===== src/rtl/dirc_pkg.sv =====
package dirc_pkg;

    typedef enum logic [1:0] {
        RQ_READ_MISS  = 2'd0,
        RQ_WRITE_MISS = 2'd1,
        RQ_WRITE_BACK = 2'd2
    } req_kind_e;

    typedef enum logic [1:0] {
        MS_INVAL      = 2'd0,
        MS_FETCH      = 2'd1,
        MS_FETCH_INV  = 2'd2,
        MS_DATA_REPLY = 2'd3
    } msg_kind_e;

    typedef enum logic [1:0] {
        DS_UNCACHED = 2'd0,
        DS_SHARED   = 2'd1,
        DS_EXCL     = 2'd2
    } dir_state_e;

    typedef enum logic [2:0] {
        ST_IDLE,
        ST_INVAL,
        ST_FETCH_SEND,
        ST_FETCH_WAIT,
        ST_REPLY
    } eng_state_e;

    // Index width for a count of items (at least one bit).
    function automatic int idx_bits(input int n);
        return (n > 1) ? $clog2(n) : 1;
    endfunction

endpackage


===== src/rtl/dirc_pick_lowest.sv =====
module dirc_pick_lowest
    import dirc_pkg::*;
#(
    parameter int N = 4,
    localparam int IW = idx_bits(N)
) (
    input  logic [N-1:0]  vec,
    output logic [N-1:0]  first,
    output logic [IW-1:0] idx,
    output logic          any
);

    // One-hot of the lowest set bit.
    generate
        for (genvar i = 0; i < N; i++) begin : g_bit
            if (i == 0) begin : g_lo
                assign first[i] = vec[i];
            end else begin : g_hi
                assign first[i] = vec[i] & ~(|vec[i-1:0]);
            end
        end
    endgenerate

    always_comb begin
        idx = '0;
        for (int i = 0; i < N; i++) begin
            if (first[i]) idx = idx | IW'(i);
        end
    end

    assign any = |vec;

endmodule


===== src/rtl/dirc_dir_store.sv =====
module dirc_dir_store
    import dirc_pkg::*;
#(
    parameter int NUM_PROCS  = 4,
    parameter int NUM_BLOCKS = 8,
    parameter int DATA_W     = 16,
    localparam int AW = idx_bits(NUM_BLOCKS)
) (
    input  logic                 clk,
    input  logic                 rst,
    input  logic [AW-1:0]        rd_addr,
    output dir_state_e           rd_state,
    output logic [NUM_PROCS-1:0] rd_sharers,
    output logic [DATA_W-1:0]    rd_data,
    input  logic                 dir_we,
    input  logic [AW-1:0]        dir_waddr,
    input  dir_state_e           dir_wstate,
    input  logic [NUM_PROCS-1:0] dir_wsharers,
    input  logic                 mem_we,
    input  logic [AW-1:0]        mem_waddr,
    input  logic [DATA_W-1:0]    mem_wdata
);

    dir_state_e           state_q [NUM_BLOCKS];
    logic [NUM_PROCS-1:0] share_q [NUM_BLOCKS];
    logic [DATA_W-1:0]    data_q  [NUM_BLOCKS];

    always_ff @(posedge clk) begin
        if (rst) begin
            for (int b = 0; b < NUM_BLOCKS; b++) begin
                state_q[b] <= DS_UNCACHED;
                share_q[b] <= '0;
                data_q[b]  <= '0;
            end
        end else begin
            if (dir_we) begin
                state_q[dir_waddr] <= dir_wstate;
                share_q[dir_waddr] <= dir_wsharers;
            end
            if (mem_we) begin
                data_q[mem_waddr] <= mem_wdata;
            end
        end
    end

    assign rd_state   = state_q[rd_addr];
    assign rd_sharers = share_q[rd_addr];
    assign rd_data    = data_q[rd_addr];

endmodule


===== src/rtl/dirc_engine.sv =====
module dirc_engine
    import dirc_pkg::*;
#(
    parameter int NUM_PROCS  = 4,
    parameter int NUM_BLOCKS = 8,
    parameter int DATA_W     = 16,
    localparam int PW = idx_bits(NUM_PROCS),
    localparam int AW = idx_bits(NUM_BLOCKS)
) (
    input  logic                 clk,
    input  logic                 rst,
    input  logic                 req_valid,
    output logic                 req_ready,
    input  logic [1:0]           req_kind,
    input  logic [PW-1:0]        req_src,
    input  logic [AW-1:0]        req_addr,
    input  logic [DATA_W-1:0]    req_data,
    input  logic                 fb_valid,
    input  logic [DATA_W-1:0]    fb_data,
    output logic                 msg_valid,
    input  logic                 msg_ready,
    output logic [1:0]           msg_kind,
    output logic [PW-1:0]        msg_dest,
    output logic [AW-1:0]        msg_addr,
    output logic [DATA_W-1:0]    msg_data,
    output logic [AW-1:0]        rd_addr,
    input  dir_state_e           rd_state,
    input  logic [NUM_PROCS-1:0] rd_sharers,
    input  logic [DATA_W-1:0]    rd_data,
    output logic                 dir_we,
    output logic [AW-1:0]        dir_waddr,
    output dir_state_e           dir_wstate,
    output logic [NUM_PROCS-1:0] dir_wsharers,
    output logic                 mem_we,
    output logic [AW-1:0]        mem_waddr,
    output logic [DATA_W-1:0]    mem_wdata
);

    eng_state_e           st_q, st_d;
    logic [PW-1:0]        src_q;
    logic [AW-1:0]        addr_q;
    logic [NUM_PROCS-1:0] pend_q, pend_d;
    logic [DATA_W-1:0]    rdata_q, rdata_d;
    msg_kind_e            fkind_q, fkind_d;
    logic [PW-1:0]        fdest_q, fdest_d;

    logic [NUM_PROCS-1:0] src_oh, owner_oh, pend_first, others;
    logic [PW-1:0]        owner_idx, pend_idx;
    logic                 owner_any, pend_any;
    logic                 accept, excl_held, is_owner;

    dirc_pick_lowest #(.N(NUM_PROCS)) u_owner (
        .vec  (rd_sharers),
        .first(owner_oh),
        .idx  (owner_idx),
        .any  (owner_any)
    );

    dirc_pick_lowest #(.N(NUM_PROCS)) u_pend (
        .vec  (pend_q),
        .first(pend_first),
        .idx  (pend_idx),
        .any  (pend_any)
    );

    assign src_oh    = NUM_PROCS'(1) << req_src;
    assign others    = rd_sharers & ~src_oh;
    assign req_ready = (st_q == ST_IDLE);
    assign accept    = req_valid && req_ready;
    assign rd_addr   = req_addr;
    assign excl_held = (rd_state == DS_EXCL) && owner_any;
    assign is_owner  = excl_held && (owner_oh == src_oh);

    // Next state: directory rewrite at acceptance, then message sequencing.
    always_comb begin
        st_d         = st_q;
        pend_d       = pend_q;
        rdata_d      = rdata_q;
        fkind_d      = fkind_q;
        fdest_d      = fdest_q;
        dir_we       = 1'b0;
        dir_waddr    = req_addr;
        dir_wstate   = rd_state;
        dir_wsharers = rd_sharers;
        mem_we       = 1'b0;
        mem_waddr    = req_addr;
        mem_wdata    = req_data;
        unique case (st_q)
            ST_IDLE: begin
                if (accept) begin
                    case (req_kind_e'(req_kind))
                        RQ_READ_MISS: begin
                            dir_we       = 1'b1;
                            dir_wstate   = DS_SHARED;
                            dir_wsharers = rd_sharers | src_oh;
                            rdata_d      = rd_data;
                            if (excl_held) begin
                                fkind_d = MS_FETCH;
                                fdest_d = owner_idx;
                                st_d    = ST_FETCH_SEND;
                            end else begin
                                st_d = ST_REPLY;
                            end
                        end
                        RQ_WRITE_MISS: begin
                            dir_we       = 1'b1;
                            dir_wstate   = DS_EXCL;
                            dir_wsharers = src_oh;
                            rdata_d      = rd_data;
                            if (excl_held && !is_owner) begin
                                fkind_d = MS_FETCH_INV;
                                fdest_d = owner_idx;
                                st_d    = ST_FETCH_SEND;
                            end else if (rd_state == DS_SHARED && others != '0) begin
                                pend_d = others;
                                st_d   = ST_INVAL;
                            end else begin
                                st_d = ST_REPLY;
                            end
                        end
                        RQ_WRITE_BACK: begin
                            if (is_owner) begin
                                dir_we       = 1'b1;
                                dir_wstate   = DS_UNCACHED;
                                dir_wsharers = '0;
                                mem_we       = 1'b1;
                            end
                        end
                        default: ;
                    endcase
                end
            end
            ST_INVAL: begin
                if (msg_ready) begin
                    pend_d = pend_q & ~pend_first;
                    if (pend_d == '0) st_d = ST_REPLY;
                end
            end
            ST_FETCH_SEND: begin
                if (msg_ready) st_d = ST_FETCH_WAIT;
            end
            ST_FETCH_WAIT: begin
                if (fb_valid) begin
                    mem_we    = 1'b1;
                    mem_waddr = addr_q;
                    mem_wdata = fb_data;
                    rdata_d   = fb_data;
                    st_d      = ST_REPLY;
                end
            end
            ST_REPLY: begin
                if (msg_ready) st_d = ST_IDLE;
            end
            default: st_d = ST_IDLE;
        endcase
    end

    always_ff @(posedge clk) begin
        if (rst) begin
            st_q    <= ST_IDLE;
            src_q   <= '0;
            addr_q  <= '0;
            pend_q  <= '0;
            rdata_q <= '0;
            fkind_q <= MS_FETCH;
            fdest_q <= '0;
        end else begin
            st_q    <= st_d;
            pend_q  <= pend_d;
            rdata_q <= rdata_d;
            fkind_q <= fkind_d;
            fdest_q <= fdest_d;
            if (accept) begin
                src_q  <= req_src;
                addr_q <= req_addr;
            end
        end
    end

    // Outgoing message fields.
    always_comb begin
        msg_valid = 1'b0;
        msg_kind  = MS_DATA_REPLY;
        msg_dest  = src_q;
        msg_addr  = addr_q;
        msg_data  = '0;
        case (st_q)
            ST_INVAL: begin
                msg_valid = pend_any;
                msg_kind  = MS_INVAL;
                msg_dest  = pend_idx;
            end
            ST_FETCH_SEND: begin
                msg_valid = 1'b1;
                msg_kind  = fkind_q;
                msg_dest  = fdest_q;
            end
            ST_REPLY: begin
                msg_valid = 1'b1;
                msg_data  = rdata_q;
            end
            default: ;
        endcase
    end

endmodule


===== src/rtl/dirc_home.sv =====
module dirc_home
    import dirc_pkg::*;
#(
    parameter int NUM_PROCS  = 4,
    parameter int NUM_BLOCKS = 8,
    parameter int DATA_W     = 16,
    localparam int PW = idx_bits(NUM_PROCS),
    localparam int AW = idx_bits(NUM_BLOCKS)
) (
    input  logic              clk,
    input  logic              rst,
    input  logic              req_valid,
    output logic              req_ready,
    input  logic [1:0]        req_kind,
    input  logic [PW-1:0]     req_src,
    input  logic [AW-1:0]     req_addr,
    input  logic [DATA_W-1:0] req_data,
    input  logic              fb_valid,
    input  logic [DATA_W-1:0] fb_data,
    output logic              msg_valid,
    input  logic              msg_ready,
    output logic [1:0]        msg_kind,
    output logic [PW-1:0]     msg_dest,
    output logic [AW-1:0]     msg_addr,
    output logic [DATA_W-1:0] msg_data
);

    logic [AW-1:0]        rd_addr, dir_waddr, mem_waddr;
    dir_state_e           rd_state, dir_wstate;
    logic [NUM_PROCS-1:0] rd_sharers, dir_wsharers;
    logic [DATA_W-1:0]    rd_data, mem_wdata;
    logic                 dir_we, mem_we;

    dirc_dir_store #(
        .NUM_PROCS (NUM_PROCS),
        .NUM_BLOCKS(NUM_BLOCKS),
        .DATA_W    (DATA_W)
    ) u_store (
        .clk         (clk),
        .rst         (rst),
        .rd_addr     (rd_addr),
        .rd_state    (rd_state),
        .rd_sharers  (rd_sharers),
        .rd_data     (rd_data),
        .dir_we      (dir_we),
        .dir_waddr   (dir_waddr),
        .dir_wstate  (dir_wstate),
        .dir_wsharers(dir_wsharers),
        .mem_we      (mem_we),
        .mem_waddr   (mem_waddr),
        .mem_wdata   (mem_wdata)
    );

    dirc_engine #(
        .NUM_PROCS (NUM_PROCS),
        .NUM_BLOCKS(NUM_BLOCKS),
        .DATA_W    (DATA_W)
    ) u_engine (
        .clk         (clk),
        .rst         (rst),
        .req_valid   (req_valid),
        .req_ready   (req_ready),
        .req_kind    (req_kind),
        .req_src     (req_src),
        .req_addr    (req_addr),
        .req_data    (req_data),
        .fb_valid    (fb_valid),
        .fb_data     (fb_data),
        .msg_valid   (msg_valid),
        .msg_ready   (msg_ready),
        .msg_kind    (msg_kind),
        .msg_dest    (msg_dest),
        .msg_addr    (msg_addr),
        .msg_data    (msg_data),
        .rd_addr     (rd_addr),
        .rd_state    (rd_state),
        .rd_sharers  (rd_sharers),
        .rd_data     (rd_data),
        .dir_we      (dir_we),
        .dir_waddr   (dir_waddr),
        .dir_wstate  (dir_wstate),
        .dir_wsharers(dir_wsharers),
        .mem_we      (mem_we),
        .mem_waddr   (mem_waddr),
        .mem_wdata   (mem_wdata)
    );

endmodule


===== config.mk =====
export PLATFORM = sky130hd
export DESIGN_NAME = dirc_home
export DESIGN_NICKNAME = d
export VERILOG_FILES = /design/src/rtl/dirc_pkg.sv /design/src/rtl/dirc_pick_lowest.sv /design/src/rtl/dirc_dir_store.sv /design/src/rtl/dirc_engine.sv /design/src/rtl/dirc_home.sv
export SDC_FILE = /design/constraint.sdc
export NUM_CORES = 1
export LEC_CHECK = 0
export BUFFER_PORTS_ARGS = -buffer_cell sky130_fd_sc_hd__buf_2
export CAP_MARGIN = 20
export CORE_ASPECT_RATIO = 1.25
export CORE_MARGIN = 8
export CORE_UTILIZATION = 55
export CTS_CLUSTER_DIAMETER = 100
export CTS_CLUSTER_SIZE = 25
export DETAILED_ROUTE_END_ITERATION = 8
export GPL_TIMING_DRIVEN = 0
export HOLD_SLACK_MARGIN = 0.15
export PLACE_DENSITY = 0.76
export SETUP_SLACK_MARGIN = 0.3
export SYNTH_ARGS = -nofsm -noshare
export SYNTH_HDL_FRONTEND = slang
export SYNTH_SLANG_ARGS = --single-unit

===== constraint.sdc =====
create_clock -name clk -period 3.9 [get_ports clk]
set_input_delay 0.195 -clock clk [delete_from_list [all_inputs] [get_ports clk]]
set_output_delay 0.195 -clock clk [all_outputs]
set_load 0.03 [all_outputs]

==> flow_metrics.py <==
metrics = {
    "run_status": {
        "status": "completed",
    },
    "clock_tree": {
        "clkSinkCount": 208,
        "h-tree-depth": 1,
        "cts_tree": "yes",
        "clk_pin_slew_ns": 0.10,
        "insertion_delay_ns": 0.48,
        "cts_made_buffers": 12,
        "ctsLongestPathBuffers": 3,
        "root_buffer": "clkbuf_16",
    },
    "cells_and_area": {
        "area_delta_synth_final_pct": 12.90,
        "final_nets": 1078,
        "final_cells": 1270,
        "diodes": 0,
        "drive_gt1_frac": 0.2042,
        "num-fill-cells": 1493,
    },
    "pwr": {
        "power_density_nw_per_um2": 397.6,
        "power.leakage_nw": 4.110,
        "switching_share": 0.2862,
        "ir_drop_uv": 350.4,
        "pwr-share-comb": 0.172,
        "pwr-share-seq": 0.536,
        "intPower_w": 0.003368,
        "p_sw_w": 0.001350,
        "clockPowerShare": 0.292,
    },
    "global_routing": {
        "grt_pass1_wl_mm": 49.92,
        "grt_pass1_vias": 8369,
        "met1_usage": 0.3459,
        "antenna_found_initial": 0,
        "overflow": 0,
        "grtUsageMet3": 0.04908,
        "use_met2": 0.4571,
        "grt_usage": 0.2777,
        "grt_max_degree": 27,
        "grt.busiest_layer": "met2",
    },
    "timing": {
        "clock_skew_ns": 0.02055,
        "fin_hold_ws_ns": 0.1769,
        "finalSetupTns_ns": 0,
        "slew_viol_final": 0,
        "fmax_mhz": 279.3,
        "setup_viol": 0,
        "min_period_ns": 3.581,
        "max_slew_margin": 0.3050,
        "rsz0062_at_grt": "true",
        "layout_worst_path_cycle_share": 0.9181,
        "setup_ws_ns": 0.3195,
        "finalHoldViolCount": 0,
        "worstMarginPinSlew_ns": 1.014,
    },
    "place": {
        "hpwl_mm": 23.50,
        "numPortBuffers": 64,
        "dp.cells": 1237,
        "gp_congestion": 0.9186,
        "pre_cts_ws_ns": -0.5930,
    },
    "worst_setup_path": {
        "crit_required_ns": 4.02,
        "cp.arrival_ns": 3.70,
        "cp_max_fo": 10,
        "crit_type": "reg2reg",
        "end_kind": "flip-flop",
        "startpoint_type": "flip-flop",
    },
    "synth": {
        "yosysWarnings": 0,
        "syn_avg_cell_area_um2": 11.29,
        "syn-num-nets": 977,
        "synth_edf_count": 176,
        "ys.flop_type": "edfxtp_1",
        "syn-cell-area_um2": 10510,
        "ys_seq_area_frac": 0.5638,
        "synth_cell_types": 69,
        "netlist_instances": 931,
        "synth_seq_cells": 208,
        "async_flop_share": 0,
    },
    "routing": {
        "dr_total_vias": 8842,
        "dr.pass1.iters": 6,
        "post_drt_wl_per_cell_um": 26.98,
        "postRouteWirelength_mm": 34.26,
        "drtIter0Drc": 1292,
        "avgViaCountPerCell": 6.962,
        "antenna_left": 0,
        "drc_errors": 0,
    },
    "floorplanning": {
        "design.die.area_um2": 23820,
        "die_w_um": 139.6,
        "die_h_um": 170.6,
        "start_util": 0.5597,
        "coreArea_um2": 18780,
        "rows": 56,
        "pin_count": 69,
    },
    "worst_hold_path": {
        "min_path_type": "in2reg",
    },
    "job": {
        "cap_violations": 0,
    },
}
power groups by stage:
stage | combinational (W) | sequential (W) | clock, W
floorplan | 0.000485 | 0.00257 | 0
global placement | 0.000734 | 0.00258 | 0
detailed placement | 0.000763 | 0.00258 | 0
CTS | 0.000774 | 0.00253 | 0.00137
global route | 0.000847 | 0.00254 | 0.00144
finish | 0.000810 | 0.00253 | 0.00138
cell usage in the layout, fill, tap and decap left out, drive strengths merged, types with 3 or more instances in the layout:
cell type,n
a22oi,6
a21o,3
and3b,6
mux4,20
nor3,132
nor2,80
a221oi,11
a31oi,5
dfxtp,32
nand4,3
nand3b,4
inv,15
clkbuf,71
nand2,70
o22ai,5
edfxtp,176
o21ai,31
a311oi,10
and2,21
o31ai,7
dlygate4sd3,3
nor2b,10
nand3,21
a21oi,49
mux2,23
o22a,3
nor4,28
mux2i,29
o211ai,10
a211oi,5
nand2b,4
o221ai,3
buf,112
stage by stage:
step	cell area, um2	power, W	utilization
floorplan	10530	0.003057	-
global placement	11140	0.003311	0.5930
detailed placement	11320	0.003341	0.6026
CTS	11760	0.004668	0.6260
global route	11870	0.004818	0.6319
finish	11870	0.004718	0.6319
registers in the layout, summed over array words and instances (netlist names):
| signal | cells |
|---|---|
| u_engine.st_q | 3 |
| u_engine.src_q | 2 |
| u_engine.fkind_q | 2 |
| u_store.state_q | 16 |
| u_engine.pend_q | 4 |
| u_store.data_q | 128 |
| u_engine.msg_addr | 3 |
| u_engine.rdata_q | 16 |
| u_engine.fdest_q | 2 |
| u_store.share_q | 32 |
path summary, 6_finish.rpt:
check                                                          from  slack, ns                                  end  cells past startpoint
worst min register to register     u_engine.fkind_q[1]$_SDFFE_PP0P_       0.45     u_engine.fkind_q[1]$_SDFFE_PP0P_                      2
worst min-delay path                                     fb_data[3]       0.18     u_engine.rdata_q[3]$_SDFFE_PP0P_                      5
worst max-delay path            u_store.share_q[1][0]$_SDFFCE_PN0P_       0.32  u_store.share_q[7][1]$_SDFFCE_PN0P_                      9
worst max register to register  u_store.share_q[1][0]$_SDFFCE_PN0P_       0.32  u_store.share_q[7][1]$_SDFFCE_PN0P_                      9
cells in the mapped netlist (3+ instances only):
cell type | number | area [um2]
mux4_2 | 19 | 427.9
nor3_1 | 117 | 585.6
nor2_1 | 80 | 300.3
a311oi_1 | 9 | 78.83
inv_1 | 13 | 48.80
o21ai_1 | 3 | 15.01
a21o_1 | 3 | 22.52
nand3b_1 | 4 | 30.03
nand2b_1 | 4 | 25.02
and2_1 | 21 | 131.4
buf_2 | 12 | 60.06
and3b_1 | 6 | 52.55
mux2_2 | 23 | 259.0
a221oi_1 | 11 | 96.34
edfxtp_1 | 176 | 5285
nor3_2 | 15 | 150.1
o211ai_1 | 10 | 75.07
mux2i_1 | 28 | 280.3
a21oi_1 | 49 | 245.2
o21ai_0 | 27 | 135.1
buf_1 | 7 | 26.28
a211oi_1 | 5 | 37.54
dfxtp_1 | 32 | 640.6
nand2_1 | 70 | 262.8
o221ai_1 | 3 | 26.28
nand4_1 | 3 | 18.77
nor4_1 | 26 | 162.7
buf_4 | 4 | 30.03
a22oi_1 | 6 | 45.04
nor2b_1 | 10 | 62.56
nand3_1 | 21 | 105.1
o31ai_1 | 7 | 52.55
buf_6 | 6 | 67.56
o22ai_1 | 5 | 31.28
clkbuf_1 | 51 | 191.4
layout make-up:
type,count,area (um2),share of cell area
inverter,16,60.06,0.005061
clock inverter,1,20.02,0.001687
sequential,208,5926,0.4994
multi-input combinational,627,4279,0.3606
timing repair buffer,87,560.5,0.04724
tap,232,290.3,0.02446
buffer,80,382.9,0.03226
clock buffer,19,347.8,0.02931
layer usage:
| metal | up-vias | share of wire |
|---|---|---|
| li1 | 3745 | - |
| met3 | 159 | 0.11 |
| met1 | 4206 | 0.36 |
| met4 | 0 | 0.059 |
| met5 | - | 0 |
| met2 | 732 | 0.46 |
repair_timing:
item | 4_1_cts | 5_1_grt
hold endpoints to repair | 3 | 0
hold buffers | 3 | 0
pin swaps | 0 | 7
gates resized for setup | 15 | 17
buffers inserted | 0 | 10
endpoints found under the setup margin | 96 | 153
kinds of logic (layout without fill, tap and decap cells):
logic type / after synthesis / in the layout / share of synthesized area
AO/OA/AOI/OAI: 163 / 163 / 0.1060
buffers and inverters: 96 / 203 / 0.04143
multiplexers: 72 / 72 / 0.09667
AND/OR/NAND/NOR: 389 / 389 / 0.1888
adder cells (fa/ha/maj): 3 / 3 / 0.003333
flip-flops: 208 / 208 / 0.5638
worst max-delay path, stage by stage (launching register included):
cell and delay, ns:
edfxtp_1 0.38, mux2_2 0.27, a221oi_1 0.30, o22a_2 0.33, ha_1 0.26, a41o_1 0.25
a31oi_4 0.30, a31oi_2 0.22, buf_2 0.29, o21ai_1 0.62
Power figures use the tool's default switching activity.
